$ cat src/rtl/spi_clkdiv_pkg.sv
package spi_clkdiv_pkg;

    // Divider law chosen by the select bit of the configuration word.
    typedef enum logic {
        LAW_POW2   = 1'b0,
        LAW_LINEAR = 1'b1
    } div_law_e;

    // Burst state of the half-period counter.
    typedef enum logic {
        DIV_IDLE = 1'b0,
        DIV_RUN  = 1'b1
    } div_state_e;

    function automatic int unsigned max_u(input int unsigned a, input int unsigned b);
        return (a > b) ? a : b;
    endfunction

endpackage

$ cat src/rtl/spi_clkdiv_decode.sv
module spi_clkdiv_decode
    import spi_clkdiv_pkg::*;
#(
    parameter int LIN_W = 8,
    parameter int EXP_W = 4,
    parameter int CNT_W = 15
) (
    input  logic [LIN_W+EXP_W:0] cfg,
    output logic [CNT_W-1:0]     half_m1
);
    localparam int CFG_W = LIN_W + EXP_W + 1;

    logic [LIN_W-1:0] lin_n;
    logic [EXP_W-1:0] exp_n;
    div_law_e         law;
    logic [CNT_W:0]   pow_val;

    always_comb begin
        lin_n   = cfg[LIN_W-1:0];
        exp_n   = cfg[LIN_W+EXP_W-1:LIN_W];
        law     = div_law_e'(cfg[CFG_W-1]);
        pow_val = (CNT_W+1)'(1) << exp_n;
        if (law == LAW_LINEAR)
            half_m1 = CNT_W'(lin_n);
        else
            half_m1 = CNT_W'(pow_val - (CNT_W+1)'(1));
    end

endmodule

$ cat src/rtl/spi_clkdiv_counter.sv
module spi_clkdiv_counter
    import spi_clkdiv_pkg::*;
#(
    parameter int CNT_W = 15
) (
    input  logic             clk,
    input  logic             rst,
    input  logic             run,
    input  logic [CNT_W-1:0] half_m1_in,
    output logic             tick
);
    div_state_e       state_q;
    logic [CNT_W-1:0] cnt_q;
    logic [CNT_W-1:0] lim_q;
    logic             at_lim;

    assign at_lim = (cnt_q == lim_q);
    assign tick   = run && (state_q == DIV_RUN) && at_lim;

    always_ff @(posedge clk) begin
        if (rst) begin
            state_q <= DIV_IDLE;
            cnt_q   <= '0;
            lim_q   <= '0;
        end else if (!run) begin
            state_q <= DIV_IDLE;
            cnt_q   <= '0;
        end else if (state_q == DIV_IDLE) begin
            state_q <= DIV_RUN;
            cnt_q   <= '0;
            lim_q   <= half_m1_in;
        end else if (at_lim) begin
            cnt_q   <= '0;
        end else begin
            cnt_q   <= cnt_q + CNT_W'(1);
        end
    end

endmodule

$ cat src/rtl/spi_clkdiv_phase.sv
module spi_clkdiv_phase (
    input  logic clk,
    input  logic rst,
    input  logic run,
    input  logic tick,
    output logic phase
);
    always_ff @(posedge clk) begin
        if (rst || !run)
            phase <= 1'b0;
        else if (tick)
            phase <= ~phase;
    end
endmodule

$ cat src/rtl/spi_sck_divider.sv
module spi_sck_divider
    import spi_clkdiv_pkg::*;
#(
    parameter  int LIN_W = 8,
    parameter  int EXP_W = 4,
    localparam int CFG_W = LIN_W + EXP_W + 1
) (
    input  logic             clk,
    input  logic             rst,
    input  logic [CFG_W-1:0] cfg_word,
    input  logic             run,
    output logic             sck_tick,
    output logic             sck_phase
);
    localparam int CNT_W = int'(max_u(LIN_W, (1 << EXP_W) - 1));

    logic [CNT_W-1:0] half_m1;

    spi_clkdiv_decode #(.LIN_W(LIN_W), .EXP_W(EXP_W), .CNT_W(CNT_W)) u_decode (
        .cfg     (cfg_word),
        .half_m1 (half_m1)
    );

    spi_clkdiv_counter #(.CNT_W(CNT_W)) u_counter (
        .clk        (clk),
        .rst        (rst),
        .run        (run),
        .half_m1_in (half_m1),
        .tick       (sck_tick)
    );

    spi_clkdiv_phase u_phase (
        .clk   (clk),
        .rst   (rst),
        .run   (run),
        .tick  (sck_tick),
        .phase (sck_phase)
    );

endmodule

$ cat config.mk
export PLATFORM = sky130hd
export DESIGN_NAME = spi_sck_divider
export DESIGN_NICKNAME = d
export VERILOG_FILES = /design/src/rtl/spi_clkdiv_pkg.sv /design/src/rtl/spi_clkdiv_decode.sv /design/src/rtl/spi_clkdiv_counter.sv /design/src/rtl/spi_clkdiv_phase.sv /design/src/rtl/spi_sck_divider.sv
export SDC_FILE = /design/constraint.sdc
export NUM_CORES = 1
export LEC_CHECK = 0
export ABC_AREA = 1
export BUFFER_PORTS_ARGS = -buffer_cell sky130_fd_sc_hd__clkbuf_2
export CAP_MARGIN = 20
export CORE_MARGIN = 1.5
export CORE_UTILIZATION = 25
export DETAILED_ROUTE_END_ITERATION = 7
export PLACE_DENSITY = 0.45
export RECOVER_POWER = 100
export SYNTH_ARGS = -nofsm -noshare
export SYNTH_HDL_FRONTEND = slang
export SYNTH_SLANG_ARGS = --single-unit
export TNS_END_PERCENT = 30
$ cat constraint.sdc
create_clock -name clk -period 2.4 [get_ports clk]
set_input_delay 0 -clock clk [delete_from_list [all_inputs] [get_ports clk]]
set_output_delay 0 -clock clk [all_outputs]
set_load 0.01 [all_outputs]
=== After elaboration in Yosys (flattened, before gate mapping) ===
Cells that the tools add are included.

* Input bits: 16
* Output and inout port bits: 2
* Register bits: 32

* Bitwise operators: 3
* Add/subtract/negate cells: 2
* Multiplexer cells: 2
* Shift operators: 1
* Equality and inequality tests: 1
* Reduce and logical (&&, ||, !) cells: 6

{| class="wikitable"
|+ Operators by type and width
! operator !! count
|-
| 15-bit by 1-bit adder with 15-bit output (second input constant) || 1
|-
| 15-bit equality test || 1
|-
| 15-bit two-way mux || 1
|-
| 1-bit by 4-bit << shifter with 15-bit output (first input constant) || 1
|-
| 15-bit by 1-bit subtractor with 15-bit output (second input constant) || 1
|-
| 4-bit OR reduction || 1
|-
| 1-bit NOT || 3
|-
| 1-bit logical AND || 2
|-
| 2-bit AND reduction || 1
|-
| 1-bit zero test || 1
|-
| 1-bit logical OR || 1
|-
| 1-bit two-way mux || 1
|}

=== Logic depth before layout (Yosys ltp) ===
* Word-level depth: 3
* Gate-level depth with buffers: 11
* Mapped depth without buffers: 10

=== Hierarchy ===
Synthesis repeated with hierarchy kept, for this count alone.

* Cell total of the unflattened synthesis: 308
* Area, all modules: 1,958.1 sq um

{| class="wikitable"
|+ By module, submodules not included
! module !! instances !! cells an instance !! area each (sq um) !! sequential area each (sq um)
|-
| spi_clkdiv_counter || 1 || 229 || 1,586.5 || 620.6
|-
| spi_clkdiv_decode || 1 || 70 || 319.1 || 0.0
|-
| spi_clkdiv_phase || 1 || 9 || 52.6 || 20.0
|}

=== Least setup slack after synthesis ===
Ideal clock, no wire load.

* Kind: flip-flop to flip-flop
* Start: reg u_counter.cnt_q[0]
* End: reg u_counter.cnt_q[10]
* Data required time: 2.322 ns
* Slack: 1.065 ns
* Period minus slack after synthesis: 1.335 ns
* Arrival time: 1.257 ns
* Cell stages (with the launch flop): 8
* Library setup time: 0.078 ns
* Path buffers: 0
* Path through: dfxtp_1 -> ha_1 -> nand3_2 -> nor2_4 -> nand3_2 -> nor2_2 -> a21oi_1 -> nor3_1

* Cells in the longest elaborated chain, start to end: 2
* Elaborated cells between the ends (all ways): 3
* Classes of those cells: add/sub: 1; eq/ne: 1; reduce/logical: 1

{| class="wikitable"
|+ RTL lines
! item !! line !! source
|-
| start, declared || spi_clkdiv_counter.sv:13 || <nowiki>logic [CNT_W-1:0] cnt_q;</nowiki>
|-
| start signal, assigned || spi_clkdiv_counter.sv:35 || <nowiki>cnt_q <= cnt_q + CNT_W'(1);</nowiki>
|-
| parallel branches: the longest is 2 deep, another holds 15-bit by 1-bit adder with 15-bit output || n/a ||
|}

Several ways; the timed one is not identified.
A chain may end at the register's enable or synchronous reset.

=== Worst setup path in the final report ===
* Start: reg u_counter.cnt_q[4]
* End: out sck_tick

* Cells in the longest elaborated chain, start to end: 2

{| class="wikitable"
|+ RTL lines
! item !! line !! source
|-
| 15-bit equality test || spi_clkdiv_counter.sv:17 || <nowiki>assign at_lim = (cnt_q == lim_q);</nowiki>
|-
| 1-bit logical AND || spi_clkdiv_counter.sv:18 || <nowiki>assign tick = run && (state_q == DIV_RUN) && at_lim;</nowiki>
|-
| end, declared || spi_sck_divider.sv:12 || <nowiki>output logic sck_tick,</nowiki>
|}

Every way passes these cells.

==> impl_results.md <==
- Sequential-to-total area share from yosys stat: 34.4%
- DIE WIDTH: roughly 89 um
- HPWL Detailed: approximately 3.5 mm
- WS Path Type: reg -> out
- Starting Density: 25.8%
- Vias in the first global route: about 1.6k
- Worst path arrival time: around 1.6 ns
- PD cells: 529 nW/um2
- First-pass GRT wire length: slightly below 8 mm
- Final #Nets: about 330
- Core area: around 7200 um2
- Final Cycle Share: 67.3%
- Area growth syn-to-layout: 15.9%
- DRC: 0
- Setup tns final: 0 ns
- Max-slew headroom: 64.6%
- Final RePlAce weighted congestion: ~0.8
- Biggest cell delay along the critical path: between 0.4 and 0.5 ns
- Max Clk Rate: ~620 MHz
- Final setup fails: 0
- Fin cells: 416
- Synth top area cells: dfxtp_1 (34%), nand2_1 (18%), inv_1 (9.3%), nor2_1 (5.9%), a21oi_1 (4.8%)
- Fin. Hold Viols: 0
- CP cell instances: inv_1 > nand2_1 > nand2_1 > nor2_1 > nand2_1 > nor2_1 > nand3_1 > inv_1 > clkbuf_1
- Row count: 31
- Initial drt markers: 95
- Drt via density: between 4 and 5
- Yosys warning total: 0
- Clk root buf: clkbuf_8
- FF-to-FF setup slack: between 0.8 and 0.9 ns
- Worst-Margin Slew: around 0.53 ns
- Routed Antenna Nets: 0
- Ant diodes: 0
- Cell count of the worst reg-to-reg path: 6
- Synth Cell Area: roughly 1900 um2
- Fillers: 860
- CP Launch Type: flip-flop
- Wire length per cell: 10.9 um
- CTS H-tree depth: 2
- PortBufs: 17
- Synthesized flop and latch total: 32
- Clock-pin transition on the worst setup and hold timing paths: 0.07 ns
- Hold WS: about 0.026 ns
- Via count: approximately 1.8k
- Total grt overflow: 0
- Worst-path fanout max: 4
- Post-Synthesis Net Count: around 300
- Outcome: complete, no violations
- Minimum clock period: about 1.6 ns
- Unique masters post-synth: 27
- Top-area cell type share of the netlist area: 34.4%
- Clk sinks: 32
- Worst-skew pair later-pin latency: 0.29 ns
- Cts repair resizes: 0
- Die Area: around 8000 um2
- Crit end category: primary output
- Hold Crit Class: in -> reg
- Total power: about 0.0011 W
- Pins Over Slew Limit: 0
- Avg Cell Area, Syn: between 6 and 7 um2
- DRT Pass-1 Iters: 5
- Clock skew: a little under 0.008 ns
- Clk buf depth: 2
- Maximum vdd drop: around 0.15 mV
- Initial antenna violation count: 0
- Hold Path Cell Cnt: 3
- Share of post-route cells with drive strength above 1: about an eighth
- Area leader, netlist: dfxtp_1
- Slowest cell on crit path: dfxtp_1
- Static Leak: a little under 0.9 nW
- CTS tree: yes
- I/O Pins: 18
- Largest net degree at the start of global routing: 18
- RSZ-0062 raised after global routing: no
- Number of CTS-inserted buffers: 5
- Total track usage: between 10 and 15%
- Die Ht: 89.3 um
- Most used cell, CP: nand2_1
- MaxCap Viol Count: 0
- CP required: between 2 and 2.5 ns
- Final wirelength: ~4.5 mm
- DP Cell Count: approximately 400
- Post-Syn Instances: 289
==> placed cells by master, fill, tap and decap left out, types with 2 or more instances in the layout <==
master / synthesis / layout
nand3_2: 3 / 3
o21ai_0: 8 / 8
a31oi_1: 5 / 5
inv_2: 2 / 2
nand2_2: 2 / 2
clkinv_2: 0 / 2
nor2_2: 10 / 5
nor2_1: 29 / 35
clkbuf_2: 0 / 13
dlygate4sd3_1: 0 / 7
inv_1: 46 / 46
nand3_1: 9 / 9
ha_1: 2 / 2
xnor2_1: 2 / 2
nand2_1: 87 / 87
dfxtp_1: 32 / 32
a21oi_1: 18 / 20
nand4_1: 4 / 4
nor3_1: 10 / 13
clkbuf_1: 3 / 4
xor2_1: 4 / 4
clkbuf_8: 0 / 6
==> worst max-delay path, delay by kind of cell, from the launching register on <==
kind,cells,cell delay [ns]
AND/OR/NAND/NOR,6,0.60
buffers and inverters,3,0.30
flip-flops,1,0.42
==> repair_timing <==
action                                 4_1_cts  5_1_grt
buffers inserted                             0        0
hold buffers                                 7        0
endpoints found under the hold margin        7        0
==> state kept, by name, summed over array words and instances, names as in the netlist <==
signal,count
u_phase.phase,1
u_counter.cnt_q,15
u_counter.state_q,1
u_counter.lim_q,15
==> Yosys cell counts (all sizes together) <==
| library cell | instances |
|---|---|
| buf | 2 |
| inv | 48 |
| clkbuf | 3 |
| o211ai | 1 |
| xor2 | 4 |
| dfxtp | 32 |
| a221oi | 1 |
| nor2 | 41 |
| nand3 | 12 |
| nor3 | 13 |
| nand2 | 90 |
| o21ai | 8 |
| or2 | 1 |
| ha | 2 |
| xnor2 | 2 |
| a31oi | 5 |
| a21oi | 20 |
| nand4 | 4 |
==> power breakdown <==
part / internal, W / switching [W] / leakage (nW)
logic: 0.0000544 / 0.0000875 / 0.574
registers: 0.000546 / 0.0000114 / 0.260
clock network: 0.000229 / 0.000211 / 0.0510
total: 0.000829 / 0.000310 / 0.884
==> logic make-up (layout without fill, tap and decap cells) <==
family,Yosys count,after routing,synth area share (%)
compound gates,35,35,10.5
xor+xnor,6,6,2.82
fa+ha+maj,2,2,1.34
buf+inv,53,81,11.6
flops,32,32,34.4
simple gates,161,161,39.3
==> layout make-up <==
class                      count  area [um2]  share of cell area, %
tap                           99         124                   5.75
sequential                    32         641                   29.7
clock buffer                   6        82.6                   3.83
multi-input combinational    204         961                   44.6
timing repair buffer          25         158                   7.31
clock inverter                 2        10.0                  0.464
inverter                      48         180                   8.36
==> path summary, 6_finish.rpt <==
check                                           to                        startpoint
setup / recovery                          sck_tick     u_counter.cnt_q[4]$_SDFF_PP0_
hold / removal    u_counter.lim_q[13]$_SDFFE_PP0P_                       cfg_word[9]
setup reg to reg   u_counter.lim_q[1]$_SDFFE_PP0P_      u_counter.state_q$_SDFF_PP0_
hold reg to reg   u_counter.lim_q[14]$_SDFFE_PP0P_  u_counter.lim_q[14]$_SDFFE_PP0P_
==> routing by layer <==
layer / vias up / GRT usage [%] / part of all wire [%]
met5: - / 0 / 0
met4: 0 / 3.78 / 1.4
met3: 5 / 3.05 / 2.5
met2: 31 / 20.0 / 44
met1: 801 / 17.4 / 52
li1: 953 / - / -
==> per-stage QoR <==
step | util (%) | worst slack, ns | cell area (um2)
3_5_place_dp | 28.3 | 0.912 | 2040
6_report | 29.9 | 0.785 | 2160
3_3_place_gp | 28.3 | 0.949 | 2040
5_1_grt | 29.9 | 0.500 | 2160
2_1_floorplan | - | 1.07 | 1860
4_1_cts | 30.5 | 0.825 | 2200
Note: power is estimated with default switching activity, not from simulation.
